File: src/rtl/rnsx_pkg.sv
package rnsx_pkg;

  // bits needed to hold 0 .. v-1
  function automatic int unsigned bits_for(int unsigned v);
    int unsigned n;
    n = 1;
    while ((longint'(1) << n) < longint'(v)) n++;
    return n;
  endfunction

  // CRT weight: (M/mi) * inverse(M/mi mod mi) mod M
  function automatic int unsigned crt_weight(int unsigned big_m, int unsigned mi);
    int unsigned rest;
    int unsigned inv;
    rest = big_m / mi;
    inv  = 0;
    for (int unsigned t = 1; t < mi; t++)
      if (((rest % mi) * t) % mi == 1) inv = t;
    return int'((longint'(rest) * longint'(inv)) % longint'(big_m));
  endfunction

endpackage

File: src/rtl/rnsx_delay.sv
module rnsx_delay #(
  parameter int unsigned WIDTH = 8,
  parameter int unsigned DEPTH = 1
) (
  input  logic             clk_i,
  input  logic             rst_ni,
  input  logic [WIDTH-1:0] d_i,
  output logic [WIDTH-1:0] q_o
);
  logic [WIDTH-1:0] stage_q [DEPTH];

  always_ff @(posedge clk_i or negedge rst_ni) begin
    if (!rst_ni) begin
      for (int k = 0; k < int'(DEPTH); k++) stage_q[k] <= '0;
    end else begin
      stage_q[0] <= d_i;
      for (int k = 1; k < int'(DEPTH); k++) stage_q[k] <= stage_q[k-1];
    end
  end

  assign q_o = stage_q[DEPTH-1];
endmodule

File: src/rtl/rnsx_crt_lut.sv
module rnsx_crt_lut #(
  parameter int unsigned MOD_I  = 3,
  parameter int unsigned PROD_M = 30,
  parameter int unsigned RES_W  = 2,
  parameter int unsigned BIN_W  = 5
) (
  input  logic             clk_i,
  input  logic             rst_ni,
  input  logic [RES_W-1:0] res_i,
  output logic [BIN_W-1:0] part_o
);
  localparam int unsigned WGT   = rnsx_pkg::crt_weight(PROD_M, MOD_I);
  localparam int unsigned DEPTH = 2 ** RES_W;
  localparam int unsigned TAB_W = DEPTH * BIN_W;

  function automatic logic [TAB_W-1:0] build_tab();
    logic [TAB_W-1:0] t;
    t = '0;
    for (int unsigned x = 0; x < MOD_I; x++)
      t[x*BIN_W +: BIN_W] = BIN_W'((longint'(x) * longint'(WGT)) % longint'(PROD_M));
    return t;
  endfunction

  localparam logic [TAB_W-1:0] TAB = build_tab();

  always_ff @(posedge clk_i or negedge rst_ni) begin
    if (!rst_ni) part_o <= '0;
    else         part_o <= TAB[int'(res_i)*BIN_W +: BIN_W];
  end


  lut_range_chk: assert property (@(posedge clk_i) disable iff (!rst_ni)
    part_o < BIN_W'(PROD_M));
endmodule

File: src/rtl/rnsx_mod_add.sv
module rnsx_mod_add #(
  parameter int unsigned PROD_M = 30,
  parameter int unsigned BIN_W  = 5
) (
  input  logic             clk_i,
  input  logic             rst_ni,
  input  logic [BIN_W-1:0] a_i,
  input  logic [BIN_W-1:0] b_i,
  output logic [BIN_W-1:0] sum_o
);
  logic [BIN_W:0] raw;
  logic [BIN_W:0] wrapped;

  assign raw     = {1'b0, a_i} + {1'b0, b_i};
  assign wrapped = raw - (BIN_W+1)'(PROD_M);

  always_ff @(posedge clk_i or negedge rst_ni) begin
    if (!rst_ni)                           sum_o <= '0;
    else if (raw >= (BIN_W+1)'(PROD_M))    sum_o <= wrapped[BIN_W-1:0];
    else                                   sum_o <= raw[BIN_W-1:0];
  end


  sum_range_chk: assert property (@(posedge clk_i) disable iff (!rst_ni)
    sum_o < BIN_W'(PROD_M));
endmodule

File: src/rtl/rnsx_bin2mod.sv
module rnsx_bin2mod #(
  parameter int unsigned BIN_W   = 11,
  parameter int unsigned LOW_W   = 4,
  parameter int unsigned EXT_MOD = 13,
  parameter int unsigned EXT_W   = 4
) (
  input  logic             clk_i,
  input  logic             rst_ni,
  input  logic [BIN_W-1:0] bin_i,
  output logic [EXT_W-1:0] ext_o
);
  localparam int unsigned HIGH_W = BIN_W - LOW_W;
  localparam int unsigned HI_N   = 2 ** HIGH_W;
  localparam int unsigned CB_N   = 2 ** (EXT_W + LOW_W);
  localparam int unsigned HI_TW  = HI_N * EXT_W;
  localparam int unsigned CB_TW  = CB_N * EXT_W;

  // class of the upper group: (h * 2^LOW_W) mod EXT_MOD
  function automatic logic [HI_TW-1:0] build_hi();
    logic [HI_TW-1:0] t;
    for (int unsigned h = 0; h < HI_N; h++)
      t[h*EXT_W +: EXT_W] = EXT_W'((longint'(h) << LOW_W) % longint'(EXT_MOD));
    return t;
  endfunction

  // index {class, low}: (class + low) mod EXT_MOD
  function automatic logic [CB_TW-1:0] build_cb();
    logic [CB_TW-1:0] t;
    for (int unsigned i = 0; i < CB_N; i++) begin
      int unsigned c;
      int unsigned l;
      c = i >> LOW_W;
      l = i % (2 ** LOW_W);
      t[i*EXT_W +: EXT_W] = (c < EXT_MOD) ? EXT_W'((c + l) % EXT_MOD) : '0;
    end
    return t;
  endfunction

  localparam logic [HI_TW-1:0] HI_TAB = build_hi();
  localparam logic [CB_TW-1:0] CB_TAB = build_cb();

  logic [EXT_W-1:0] cls_q;
  logic [LOW_W-1:0] low_q;

  always_ff @(posedge clk_i or negedge rst_ni) begin
    if (!rst_ni) begin
      cls_q <= '0;
      low_q <= '0;
      ext_o <= '0;
    end else begin
      cls_q <= HI_TAB[int'(bin_i[BIN_W-1:LOW_W])*EXT_W +: EXT_W];
      low_q <= bin_i[LOW_W-1:0];
      ext_o <= CB_TAB[int'({cls_q, low_q})*EXT_W +: EXT_W];
    end
  end


  cls_range_chk: assert property (@(posedge clk_i) disable iff (!rst_ni)
    cls_q < EXT_W'(EXT_MOD));

  ext_range_chk: assert property (@(posedge clk_i) disable iff (!rst_ni)
    ext_o < EXT_W'(EXT_MOD));
endmodule

File: src/rtl/rnsx_extend.sv
module rnsx_extend #(
  parameter int unsigned NUM_MOD          = 4,
  parameter int unsigned MODULI [NUM_MOD] = '{3, 5, 7, 11},
  parameter int unsigned EXT_MOD          = 13,
  parameter int unsigned RES_W            = 4,
  parameter int unsigned EXT_W            = 4,
  parameter int unsigned LOW_W            = 4
) (
  input  logic                            clk_i,
  input  logic                            rst_ni,
  input  logic [NUM_MOD-1:0][RES_W-1:0]   res_i,
  output logic [NUM_MOD-1:0][RES_W-1:0]   res_o,
  output logic [EXT_W-1:0]                ext_o
);
  function automatic int unsigned prod_all();
    int unsigned p;
    p = 1;
    for (int k = 0; k < int'(NUM_MOD); k++) p = p * MODULI[k];
    return p;
  endfunction

  localparam int unsigned PROD_M = prod_all();
  localparam int unsigned BIN_W  = rnsx_pkg::bits_for(PROD_M);
  localparam int unsigned LAT    = NUM_MOD + 2;


  for (genvar g = 1; g < NUM_MOD; g++) begin : g_order
    if (MODULI[g] <= MODULI[g-1]) begin : g_bad
      $error("moduli must be strictly increasing");
    end
  end
  if (LOW_W >= BIN_W) begin : g_bad_low
    $error("LOW_W must be below the binary width");
  end

  logic [BIN_W-1:0] part [NUM_MOD];
  logic [BIN_W-1:0] acc  [NUM_MOD];

  for (genvar g = 0; g < NUM_MOD; g++) begin : g_lut
    rnsx_crt_lut #(
      .MOD_I (MODULI[g]),
      .PROD_M(PROD_M),
      .RES_W (RES_W),
      .BIN_W (BIN_W)
    ) u_lut (
      .clk_i (clk_i),
      .rst_ni(rst_ni),
      .res_i (res_i[g]),
      .part_o(part[g])
    );


    in_legal_chk: assert property (@(posedge clk_i) disable iff (!rst_ni)
      res_i[g] < RES_W'(MODULI[g]));
  end

  assign acc[0] = part[0];

  // lane j joins the chain after j-1 extra cycles
  for (genvar j = 1; j < NUM_MOD; j++) begin : g_chain
    logic [BIN_W-1:0] part_al;
    if (j == 1) begin : g_direct
      assign part_al = part[j];
    end else begin : g_align
      rnsx_delay #(.WIDTH(BIN_W), .DEPTH(j - 1)) u_align (
        .clk_i (clk_i),
        .rst_ni(rst_ni),
        .d_i   (part[j]),
        .q_o   (part_al)
      );
    end
    rnsx_mod_add #(.PROD_M(PROD_M), .BIN_W(BIN_W)) u_add (
      .clk_i (clk_i),
      .rst_ni(rst_ni),
      .a_i   (acc[j-1]),
      .b_i   (part_al),
      .sum_o (acc[j])
    );
  end

  rnsx_bin2mod #(
    .BIN_W  (BIN_W),
    .LOW_W  (LOW_W),
    .EXT_MOD(EXT_MOD),
    .EXT_W  (EXT_W)
  ) u_b2m (
    .clk_i (clk_i),
    .rst_ni(rst_ni),
    .bin_i (acc[NUM_MOD-1]),
    .ext_o (ext_o)
  );

  logic [NUM_MOD*RES_W-1:0] pass_d;
  logic [NUM_MOD*RES_W-1:0] pass_q;
  assign pass_d = res_i;
  assign res_o  = pass_q;

  rnsx_delay #(.WIDTH(NUM_MOD*RES_W), .DEPTH(LAT)) u_pass (
    .clk_i (clk_i),
    .rst_ni(rst_ni),
    .d_i   (pass_d),
    .q_o   (pass_q)
  );


  recon_range_chk: assert property (@(posedge clk_i) disable iff (!rst_ni)
    acc[NUM_MOD-1] < BIN_W'(PROD_M));
endmodule

File: config.mk
export PLATFORM = sky130hd
export DESIGN_NAME = rnsx_extend
export DESIGN_NICKNAME = d
export VERILOG_FILES = /design/src/rtl/rnsx_pkg.sv /design/src/rtl/rnsx_delay.sv /design/src/rtl/rnsx_crt_lut.sv /design/src/rtl/rnsx_mod_add.sv /design/src/rtl/rnsx_bin2mod.sv /design/src/rtl/rnsx_extend.sv
export SDC_FILE = /design/constraint.sdc
export NUM_CORES = 1
export LEC_CHECK = 0
export CAP_MARGIN = 20
export CORE_ASPECT_RATIO = 0.6
export CORE_MARGIN = 8
export CORE_UTILIZATION = 50
export DETAILED_ROUTE_END_ITERATION = 8
export PLACE_DENSITY = 0.77
export SLEW_MARGIN = 25
export SYNTH_ARGS = -nofsm -noshare
export SYNTH_HDL_FRONTEND = slang
export SYNTH_HIERARCHICAL = 1
export SYNTH_SLANG_ARGS = --single-unit
File: constraint.sdc
create_clock -name clk_i -period 3.4 [get_ports clk_i]
set_input_delay 0.34 -clock clk_i [delete_from_list [all_inputs] [get_ports clk_i]]
set_output_delay 0.34 -clock clk_i [all_outputs]
set_load 0.02 [all_outputs]
### After elaboration in Yosys (flattened, before gate mapping)

Index checks and enable logic that the tools add are counted.
W data, S select, Z words.

| operators by class | value |
|---|---|
| add/subtract/negate cells | 6 |
| multipliers | 4 |
| order comparisons | 3 |
| shift operators | 6 |
| muxes and demuxes | 3 |

Operator list:

| operator | number |
|---|---|
| $shiftx A1024 B11 Y4 const A | 1 |
| $shiftx A176 B9 Y11 const A | 4 |
| $shiftx A512 B10 Y4 const A | 1 |
| $add A11 B11 Y12 | 3 |
| $ge A12 B11 Y1 const B | 3 |
| $mux W11 | 3 |
| $sub A11 B11 Y11 const B | 3 |
| $mul A4 B4 Y8 const B | 4 |

| storage, ports and cells | value |
|---|---|
| register bits after elaboration | 218 |
| output and inout bits | 20 |
| word-level logic and storage cells | 41 |

### Depth between registers and ports, before layout

| depth | value |
|---|---|
| depth in word-level cells | 3 |
| gate-level depth with buffers | 11 |
| gate-level depth less buffers | 9 |

### Cells and area by module

Netlist, hierarchy kept.

By module, submodules not included:

| module | times used | cells an instance | area an instance (um2) | seq. area each (um2) |
|---|---|---|---|---|
| rnsx_mod_add | 3 | 162 | 1370.1 | 275.3 |
| rnsx_bin2mod | 1 | 363 | 2676.3 | 300.3 |
| rnsx_delay at u_pass | 1 | 112 | 2522.4 | 2402.3 |
| rnsx_delay at g_chain[3].g_align.u_align | 1 | 33 | 633.1 | 550.5 |
| rnsx_crt_lut at g_lut[3].u_lut | 1 | 40 | 528.0 | 275.3 |
| rnsx_crt_lut at g_lut[2].u_lut | 1 | 27 | 301.5 | 125.1 |
| rnsx_crt_lut at g_lut[1].u_lut | 1 | 27 | 285.3 | 125.1 |
| rnsx_delay at g_chain[2].g_align.u_align | 1 | 11 | 275.3 | 275.3 |
| rnsx_crt_lut at g_lut[0].u_lut | 1 | 19 | 191.4 | 75.1 |

### Least setup slack after synthesis

OpenSTA, ideal clock, no wires.

| timing | value |
|---|---|
| path kind | register to register |
| from | reg g_chain[3].g_align.u_align.stage_q (netlist bit g_chain[3].g_align.u_align/q_o[0]) |
| to | reg g_chain[3].u_add.sum_o[5] |
| setup time | 128 ps |
| data arrival time | 2968 ps |
| required time | 3272 ps |
| setup slack | 304 ps |
| stages on the path, launching flop included | 12 |
| buffers on the path | 2 |
| period minus slack after synthesis | 3096 ps |
| cell sequence | dfrtp_1 > buf_4 > ha_1 > fa_1 > a211oi_2 > nor4b_1 > nand4b_4 > or4_4 > a211oi_4 > buf_6 > mux2i_1 > nand3_1 |

| on the way | value |
|---|---|
| word-level cells in the longest chain between the ends | 3 |
| elaborated cells on any way between the ends | 4 |
| classes of those cells | 2 x add/sub; 1 x order compare; 1 x mux |

Ends and longest elaborated chain:

| what | RTL line | text |
|---|---|---|
| start, declared | rnsx_delay.sv:10 | `logic [WIDTH-1:0] stage_q [DEPTH];` |
| $add A11 B11 Y12 * | rnsx_mod_add.sv:14 | `assign raw = {1'b0, a_i} + {1'b0, b_i};` |
| $sub A11 B11 Y11 or $ge A12 B11 Y1 (tied branches) | rnsx_mod_add.sv:15, rnsx_mod_add.sv:19 |  |
| $mux W11 * | rnsx_mod_add.sv:19 | `else if (raw >= (BIN_W+1)'(PROD_M)) sum_o <= wrapped[BIN_W-1:0];` |
| end signal, assigned | rnsx_mod_add.sv:19 |  |
| end signal, assigned | rnsx_mod_add.sv:20 | `else sum_o <= raw[BIN_W-1:0];` |
| end, declared | rnsx_mod_add.sv:9 | `output logic [BIN_W-1:0] sum_o` |

Every way passes the cells marked *; elsewhere a longest branch is shown, timed or not.

### Worst setup path in the final report

| timing | value |
|---|---|
| from | reg g_chain[1].u_add.sum_o[0] |
| to | reg g_chain[2].u_add.sum_o[1] |

| on the way | value |
|---|---|
| word-level cells in the longest chain between the ends | 3 |
| elaborated cells on any way between the ends | 4 |
| classes of those cells | 2 x add/sub; 1 x order compare; 1 x mux |

Ends and longest elaborated chain:

| what | RTL line |
|---|---|
| start, declared | rnsx_mod_add.sv:9 |
| start signal, assigned | rnsx_mod_add.sv:19 |
| start signal, assigned | rnsx_mod_add.sv:20 |
| $add A11 B11 Y12 * | rnsx_mod_add.sv:14 |
| $sub A11 B11 Y11 or $ge A12 B11 Y1 (tied branches) | rnsx_mod_add.sv:15, rnsx_mod_add.sv:19 |
| $mux W11 * | rnsx_mod_add.sv:19 |
| end signal, assigned | rnsx_mod_add.sv:19 |
| end signal, assigned | rnsx_mod_add.sv:20 |
| end, declared | rnsx_mod_add.sv:9 |

Marks and branches as above.

==> impl_metrics.ini <==
[critical_path]
rr_worst_depth = 10
worst-endpoint-required_ns = 3.71
path_class = register to register
path_cells = ha_1, fa_1, a211oi_2, nor4b_1, nand4b_4, or4_4, a211oi_4, buf_4, o21bai_2, mux2_4
start_kind = register
cp_num_buf_inv = 1
crit_family = simple AND/OR/NAND/NOR gates
worstPathArrival_ns = 3.61
worstSetupEndpointType = register
slowest_stage = or4_4
slowest_delay_ns = 0.59
cp_max_fo = 6
r2r-start = g_chain[1].u_add/sum_o[0]$_DFF_PN0_
rr_endpoint = g_chain[2].u_add/sum_o[1]$_DFF_PN0_
r2r_slack_ns = 0.11

[yosys]
synth.top_cells.by_count = 198 x dfrtp_1, 83 x a21oi_1, 64 x nand2_1
ys_types = 91
synth.most_common_cell = dfrtp_1
netlist_area_sq_um = 11500
ys_ff_latch = 198
syn_area_per_cell_sq_um = 10.3
synth-seq-area-share = 0.430
async_reset_ff_frac = 1.00
synthFlopType = dfrtp_1
synth_warnings = 6
yosys-top-cells-area = dfrtp_1 43%, ha_1 6.8%, a21oi_1 3.6%, buf_4 3.4%, nand2_1 2.1%
yosysTopAreaCellShare = 0.430
netlist.top_cell.by_area = dfrtp_1
synth_edf_count = 0
syn-instance-count = 1118

[sta]
hold_violations = 0
period_minus_slack_ns = 3.29
final_max_slew_viol_count = 0
fin_crit_sh = 0.969
tns_ns = 0
relSlewSlack = 0.324
worstMarginPinSlew_ns = 1.01
max_freq_ghz = 0.304
setup_viol = 0
skew_ns = 0.00974
rsz0062_at_grt = no

[floorplanning]
core_sq_um = 22900
chipHeight_um = 134
ios = 38
die_w_um = 212
dieArea_sq_um = 28300
rows = 43
start_util = 0.504

[final_layout]
num_antenna_cells = 0
drive_gt1_frac = 0.128
fin_nets = 1187
syn_to_final_growth_pct = 8.00

[route]
drc = 0
dr.pass1.iters = 5
drt_iter0_drc = 1094
via_count = 8593
drt-vias-per-instance = 6.01
routedWlPerCell_um = 17.9
ant_nets = 0
drt_wl_total_um = 25500

[status]
outcome = completed

[clock_network]
cts_tree = built
insertion_delay_ns = 0.43
clock_sinks = 198
htree_levels = 4
clkTransAtPathRegs_ns = 0.07
clockRootBuffer = clkbuf_16
cts_made_buffers = 17
clk_path_buf_depth = 2
cts_hold_buf = 0

[global_route]
antenna_found_initial = 1
grt_overflow = 0
grt_pass1_wl_um = 42100
grt.total_usage = 0.184
grt_max_degree = 107
grt_pass1_vias = 7860

[min_path]
hp-class = primary input to async pin

[placement]
portBuffers = 37
hpwl_um = 18400
gp_congestion = 0.943

[power]
p_leak_nw = 5.28
powerDensity_nw_per_um2 = 879
peakVddDrop_v = 0.000408
p_total_w = 0.0109

[flow_run]
drv_cap = 0
per-layer routing:
metal  wire length (um)  share of wire  up-vias  track usage
li1                   -              -     4013            -
met1              12400           0.49     4185        0.292
met2              10400           0.41      373        0.246
met3               2470          0.097       22       0.0486
met4                197         0.0077        0       0.0335
met5                  0              0        -            0
layout by cell type (no fill, tap or decap), types with 20 or more instances in the layout:
cell type and instances:
dfrtp_1 196, a21oi_1 83, nand2_1 64, ha_1 63, nor2_1 56, o21ai_0 37, inv_1 36, clkdlybuf4s50_1 36
nor3_1 33, nand2b_1 30, buf_4 23, o211ai_1 22, a211oi_1 21, o21ai_1 20, nand3_1 20
where the power goes:
group,total [W],switching (W),internal [W]
Sequential,0.00323,0.000513,0.00271
Combinational,0.00575,0.00334,0.00241
Clock,0.00196,0.000911,0.00105
timing repair:
item                       CTS  global route
setup endpoints to repair    0            20
gates resized for setup      0             6
buffers inserted             0             4
per-stage QoR:
| step | cells | utilization | worst slack, ns | cell area, sq um | hold slack (ns) |
|---|---|---|---|---|---|
| 4_1_cts | 1425 | 0.542 | 0.0695 | 12400 | 0.0493 |
| 2_1_floorplan | 1123 | - | 0.304 | 11500 | 0.0444 |
| 3_5_place_dp | 1395 | 0.517 | 0.0914 | 11800 | 0.335 |
| 5_1_grt | 1429 | 0.544 | 0.0113 | 12400 | 0.0851 |
| 6_report | 1429 | 0.544 | 0.107 | 12400 | 0.00657 |
| 3_3_place_gp | 1395 | 0.517 | 0.150 | 11800 | 0.331 |
cell families (layout without fill, tap and decap cells):
| group | after synthesis | count (layout) | synth area share |
|---|---|---|---|
| compound gates | 335 | 335 | 0.209 |
| other cells | 3 | 8 | 0.000977 |
| mux | 28 | 28 | 0.0355 |
| xor+xnor | 28 | 28 | 0.0213 |
| flops | 198 | 198 | 0.430 |
| fa+ha+maj | 66 | 66 | 0.0736 |
| buf+inv | 140 | 131 | 0.0706 |
| simple gates | 320 | 320 | 0.159 |
flip-flops by register name, indices dropped and copies added, names as in the netlist:
register                         count
g_chain.g_align.u_align/q_o         22
u_pass/q_o                          16
u_pass/stage_q                      80
u_b2m/low_q                          4
g_chain.g_align.u_align/stage_q     11
u_b2m/ext_o                          4
g_lut.u_lut/part_o                  24
g_chain.u_add/sum_o                 33
u_b2m/cls_q                          4
layout make-up:
| class | instances | area (sq um) |
|---|---|---|
| clock buffer | 18 | 439 |
| timing repair buffer | 62 | 578 |
| tap | 315 | 394 |
| fill | 1920 | 10400 |
| clock inverter | 12 | 138 |
| inverter | 39 | 146 |
| sequential | 198 | 4960 |
| multi-input combinational | 785 | 5790 |
how the worst max path moves through the flow:
stage | start | endpoint | slack, ns | cells after the start
6_report | g_chain[1].u_add/sum_o[0]$_DFF_PN0_ | g_chain[2].u_add/sum_o[1]$_DFF_PN0_ | 0.11 | 10
3_5_place_dp | g_chain[2].u_add/sum_o[0]$_DFF_PN0_ | g_chain[3].u_add/sum_o[5]$_DFF_PN0_ | 0.09 | 10
2_1_floorplan | g_chain[3].g_align.u_align/q_o[0]$_DFF_PN0_ | g_chain[3].u_add/sum_o[5]$_DFF_PN0_ | 0.30 | 11
3_3_place_gp | g_chain[1].u_add/sum_o[0]$_DFF_PN0_ | g_chain[2].u_add/sum_o[1]$_DFF_PN0_ | 0.15 | 9
5_1_grt | g_chain[1].u_add/sum_o[0]$_DFF_PN0_ | g_chain[2].u_add/sum_o[1]$_DFF_PN0_ | 0.01 | 10
4_1_cts | g_chain[1].u_add/sum_o[0]$_DFF_PN0_ | g_chain[2].u_add/sum_o[1]$_DFF_PN0_ | 0.07 | 9
Note: power is estimated with default switching activity, not from simulation.
